==> src/rtl/booth_pkg.sv <==
package booth_pkg;

    typedef enum logic [1:0] {
        ST_IDLE,
        ST_RUN,
        ST_FINISH
    } booth_state_e;

    typedef enum logic [1:0] {
        OP_KEEP,
        OP_ADD,
        OP_SUB
    } booth_op_e;

    function automatic booth_op_e recode(input logic q_lsb, input logic q_prev);
        booth_op_e op;
        unique case ({q_lsb, q_prev})
            2'b10:   op = OP_SUB;
            2'b01:   op = OP_ADD;
            default: op = OP_KEEP;
        endcase
        return op;
    endfunction

endpackage

==> src/rtl/booth_ctrl.sv <==
module booth_ctrl
    import booth_pkg::*;
#(
    parameter int WIDTH = 8
) (
    input  logic clk,
    input  logic rst_n,
    input  logic start,
    output logic load,
    output logic step,
    output logic busy,
    output logic done
);
    localparam int CW = (WIDTH > 2) ? $clog2(WIDTH) : 1;
    localparam logic [CW-1:0] LAST_STEP = CW'(WIDTH - 1);

    booth_state_e state_q, state_d;
    logic [CW-1:0] cnt_q;
    logic          last;

    assign last = (cnt_q == LAST_STEP);

    // State register
    always_ff @(posedge clk or negedge rst_n) begin
        if (!rst_n) state_q <= ST_IDLE;
        else        state_q <= state_d;
    end

    // Next state
    always_comb begin
        state_d = state_q;
        unique case (state_q)
            ST_IDLE:   if (start) state_d = ST_RUN;
            ST_RUN:    if (last)  state_d = ST_FINISH;
            ST_FINISH: state_d = start ? ST_RUN : ST_IDLE;
            default:   state_d = ST_IDLE;
        endcase
    end

    // Outputs
    always_comb begin
        load = 1'b0;
        step = 1'b0;
        busy = 1'b0;
        done = 1'b0;
        unique case (state_q)
            ST_IDLE:   load = start;
            ST_RUN: begin
                step = 1'b1;
                busy = 1'b1;
            end
            ST_FINISH: begin
                done = 1'b1;
                load = start;
            end
            default: ;
        endcase
    end

    // Step counter
    always_ff @(posedge clk or negedge rst_n) begin
        if (!rst_n)    cnt_q <= '0;
        else if (load) cnt_q <= '0;
        else if (step) cnt_q <= cnt_q + 1'b1;
    end

endmodule

==> src/rtl/booth_step.sv <==
module booth_step
    import booth_pkg::*;
#(
    parameter int WIDTH = 8
) (
    input  logic [WIDTH:0]   acc,
    input  logic [WIDTH:0]   mcand_ext,
    input  logic [WIDTH-1:0] mq,
    input  logic             q_prev,
    output logic [WIDTH:0]   acc_next,
    output logic [WIDTH-1:0] mq_next,
    output logic             q_prev_next
);
    booth_op_e      op;
    logic [WIDTH:0] sum;

    always_comb begin
        op = recode(mq[0], q_prev);
        unique case (op)
            OP_SUB:  sum = acc - mcand_ext;
            OP_ADD:  sum = acc + mcand_ext;
            default: sum = acc;
        endcase
        // arithmetic right shift across sum : mq : q_prev
        acc_next    = {sum[WIDTH], sum[WIDTH:1]};
        mq_next     = {sum[0], mq[WIDTH-1:1]};
        q_prev_next = mq[0];
    end

endmodule

==> src/rtl/booth_datapath.sv <==
module booth_datapath #(
    parameter int WIDTH = 8
) (
    input  logic               clk,
    input  logic               rst_n,
    input  logic               load,
    input  logic               step,
    input  logic [WIDTH-1:0]   mcand_in,
    input  logic [WIDTH-1:0]   mplier_in,
    output logic [2*WIDTH-1:0] product
);
    logic [WIDTH-1:0] m_q;
    logic [WIDTH:0]   a_q;
    logic [WIDTH-1:0] q_q;
    logic             qp_q;

    logic [WIDTH:0]   a_n;
    logic [WIDTH-1:0] q_n;
    logic             qp_n;

    booth_step #(.WIDTH(WIDTH)) step_i (
        .acc         (a_q),
        .mcand_ext   ({m_q[WIDTH-1], m_q}),
        .mq          (q_q),
        .q_prev      (qp_q),
        .acc_next    (a_n),
        .mq_next     (q_n),
        .q_prev_next (qp_n)
    );

    always_ff @(posedge clk or negedge rst_n) begin
        if (!rst_n) begin
            m_q  <= '0;
            a_q  <= '0;
            q_q  <= '0;
            qp_q <= 1'b0;
        end else if (load) begin
            m_q  <= mcand_in;
            a_q  <= '0;
            q_q  <= mplier_in;
            qp_q <= 1'b0;
        end else if (step) begin
            a_q  <= a_n;
            q_q  <= q_n;
            qp_q <= qp_n;
        end
    end

    assign product = {a_q[WIDTH-1:0], q_q};

endmodule

==> src/rtl/booth_mult.sv <==
module booth_mult #(
    parameter int WIDTH = 8
) (
    input  logic               clk,
    input  logic               rst_n,
    input  logic               start,
    input  logic [WIDTH-1:0]   multiplicand,
    input  logic [WIDTH-1:0]   multiplier,
    output logic               busy,
    output logic               done,
    output logic [2*WIDTH-1:0] product
);
    logic load;
    logic step;

    booth_ctrl #(.WIDTH(WIDTH)) ctrl_i (
        .clk   (clk),
        .rst_n (rst_n),
        .start (start),
        .load  (load),
        .step  (step),
        .busy  (busy),
        .done  (done)
    );

    booth_datapath #(.WIDTH(WIDTH)) dp_i (
        .clk       (clk),
        .rst_n     (rst_n),
        .load      (load),
        .step      (step),
        .mcand_in  (multiplicand),
        .mplier_in (multiplier),
        .product   (product)
    );

endmodule

==> config.mk <==
export PLATFORM = sky130hd
export DESIGN_NAME = booth_mult
export DESIGN_NICKNAME = d
export VERILOG_FILES = /design/src/rtl/booth_pkg.sv /design/src/rtl/booth_ctrl.sv /design/src/rtl/booth_step.sv /design/src/rtl/booth_datapath.sv /design/src/rtl/booth_mult.sv
export SDC_FILE = /design/constraint.sdc
export NUM_CORES = 1
export LEC_CHECK = 0
export BUFFER_PORTS_ARGS = -buffer_cell sky130_fd_sc_hd__buf_2
export CAP_MARGIN = 40
export CORE_UTILIZATION = 54
export DETAILED_ROUTE_END_ITERATION = 10
export GPL_TIMING_DRIVEN = 0
export HOLD_SLACK_MARGIN = 0.1
export PLACE_DENSITY = 0.88
export SYNTH_ARGS = -nofsm -noshare
export SYNTH_HDL_FRONTEND = slang
export SYNTH_SLANG_ARGS = --single-unit
==> constraint.sdc <==
create_clock -name clk -period 3 [get_ports clk]
set_clock_uncertainty 0.2 [all_clocks]
set_input_delay 0.3 -clock clk [delete_from_list [all_inputs] [get_ports clk]]
set_output_delay 0.3 -clock clk [all_outputs]
set_load 0.1 [all_outputs]
==> summary.md <==
| Metric | Value |
|---|---|
| Finish-stage setup viols | 0 |
| Drt wl/cell | 13.8 um |
| Worst-Margin Slew | 0.671 ns |
| First-iteration detailed-routing DRC count | 64 |
| Post-synth EDFFs | 0 |
| Initial antenna violation count | 0 |
| Total global-route track usage | 0.267 |
| Crit path max fanout | 8 |
| CTS tree | done |
| Finished Layout Cells | 302 |
| Largest net degree at the start of global routing | 31 |
| Die ar. | 0.00357 mm^2 |
| Reg-to-reg critical path startpoint | dp_i.q_q[0] |
| Post-Syn Nets | 230 |
| Fin Setup TNS | 0 ns |
| YS warnings | 0 |
| Fmax | 0.356 GHz |
| Slew margin rel. | 0.553 |
| Synth cell types | 39 |
| Min cycle time layout | 2.81 ns |
| Worst-path clk slew | 0.10 ns |
| Critical path origin | dp_i.q_q[0] |
| DP Wirelength | 2.82 mm |
| WP data arrival | 2.83 ns |
| Critical path endpoint category | register |
| Vias per cell | 5.47 |
| Boundary Pins | 37 |
| Syn avg cell area | 9.09 um^2 |
| Main synth FF type | dfrtp_1 |
| Row count | 20 |
| R2R Setup Slk | 0.19 ns |
| Setup crit start kind | register |
| CTS sink cnt | 30 |
| Kind of critical path | reg2reg |
| Vias in the first global route | 1,563 |
| Synth Register Bits | 30 |
| Total gr overflow | 0 |
| Clk buf depth | 2 |
| First-pass GRT wire length | 6.90 mm |
| Post-route ant nets | 0 |
| Die Height | 59.7 um |
| Status | finished, final reports clean |
| Initial core utilization | 0.580 |
| Final Max Tran Viols | 0 |
| Fin. Hold Viols | 0 |
| Fraction of layout cells with a size suffix above 1 | 0.213 |
| Post-Syn Instances | 198 |
| Worst skew pair latency | 0.34 ns |
| Reported max-cap violation count | 0 |
| Cts repair resizes | 0 |
| Core Area | 0.00310 mm^2 |
| Nets@finish | 290 |
| DRC | 0 |
| Hold Crit Class | in2async |
| Critical Path RT | 3.02 ns |
| Most common cell after layout, fill and taps aside | buf_2 |
| Synthesized cell area | 0.00180 mm^2 |
| Synth async-reset ratio | 1.00 |
| Die W | 59.7 um |
| Synthesis-to-finish area growth | 25.2% |
| Root buffer cell | clkbuf_4 |
| Ant. Diodes | 0 |
| GP Congestion | 0.847 |
| Final period utilization | 0.935 |
| Sequential area share after synthesis | 0.417 |
| WL final | 4.16 mm |
| Vias | 1,651 |
| Worst R2R Path Depth | 10 |
| Most frequent cells in the layout | buf_2, nand2_1, dfrtp_1 |
| DP Cell Count | 278 |
| CTS Buf Count | 5 |
| Detailed-router iteration count before antenna repair | 4 |
| RSZ-0062 raised after global routing | no |
| Htree depth | 2 |
| Port Buffers | 36 |
worst max-delay path: stages, from the launching register on:
cell	delay, ns
dfrtp_1	0.39
inv_1	0.10
ha_1	0.18
buf_6	0.14
mux2_2	0.37
fa_1	0.48
a211oi_2	0.30
o21bai_1	0.12
a21oi_1	0.18
xor2_1	0.17
o211ai_1	0.09
per-stage QoR:
stage | hold WS (ns) | area (um^2) | util | setup WS, ns
6_report | 0.311 | 2250 | 0.726 | 0.194
5_1_grt | 0.343 | 2250 | 0.726 | 0.0302
4_1_cts | 0.319 | 2250 | 0.726 | 0.207
3_5_place_dp | 0.168 | 2040 | 0.656 | 0.231
3_3_place_gp | 0.162 | 2040 | 0.656 | 0.249
2_1_floorplan | -0.196 | 1800 | - | 0.347
synth_stat cells (3+ instances only):
cell / instances / area (um^2)
a21o_1: 3 / 22.5
inv_1: 6 / 22.5
xnor2_1: 3 / 26.3
buf_2: 4 / 20.0
clkbuf_1: 4 / 15.0
a31oi_1: 5 / 31.3
nand3_1: 6 / 30.0
nand2_1: 33 / 124
mux2i_1: 3 / 30.0
a21oi_1: 10 / 50.1
nor2b_1: 3 / 18.8
dfrtp_1: 30 / 751
nor2_1: 13 / 48.8
o211ai_1: 3 / 22.5
ha_1: 12 / 150
o21ai_0: 17 / 85.1
xor2_1: 9 / 78.8
a211oi_1: 3 / 22.5
nand2b_1: 3 / 18.8
nor3_1: 5 / 25.0
a22oi_1: 3 / 22.5
timing repair:
item,4_1_cts,5_1_grt
hold endpoints to repair,46,0
setup endpoints to repair,0,0
setup buffers,0,0
hold buffers,17,0
state kept, by name, summed over array words and instances, names as in the netlist:
name            cells
dp_i.q_q            8
dp_i.a_q            8
ctrl_i.cnt_q        3
ctrl_i.state_q      2
dp_i.m_q            8
dp_i.qp_q           1
final cells by class:
type	instances	area [um^2]
plain buffers	10	53.8
repair buffers	53	350
inverters	7	26.3
flip-flops and latches	30	751
well taps	44	55.1
clock buffers	5	37.5
clock inverters	2	10.0
fillers	249	850
multi-input cells	151	970
routing by layer:
layer  track usage  vias up  wire length [um]
met5             0        -                 0
met4         0.146        0               145
met3        0.0649       14               196
met2         0.419       52              2030
met1         0.338      769              1790
li1              -      816                 -
cells by family (layout without fill, tap and decap cells):
logic type      count (synthesis)  count (layout)  share of synthesized area
xor+xnor                       12              12                     0.0584
simple gates                   68              68                      0.166
fa+ha+maj                      13              13                     0.0945
mux                             4               4                     0.0229
compound gates                 54              54                      0.197
flops                          30              30                      0.417
buf+inv                        17              77                     0.0445
path summary, 6_finish.rpt:
check                                     to
hold reg to reg                  dp_i.q_q[1]
setup / recovery                 dp_i.a_q[5]
setup reg to reg                 dp_i.a_q[5]
max in group asynchronous  ctrl_i.state_q[0]
hold / removal                   dp_i.q_q[1]
min in group clk                 dp_i.q_q[4]
Power is not shown: default switching activity piles up to over one toggle a cycle in this logic, so the estimate is an artifact.
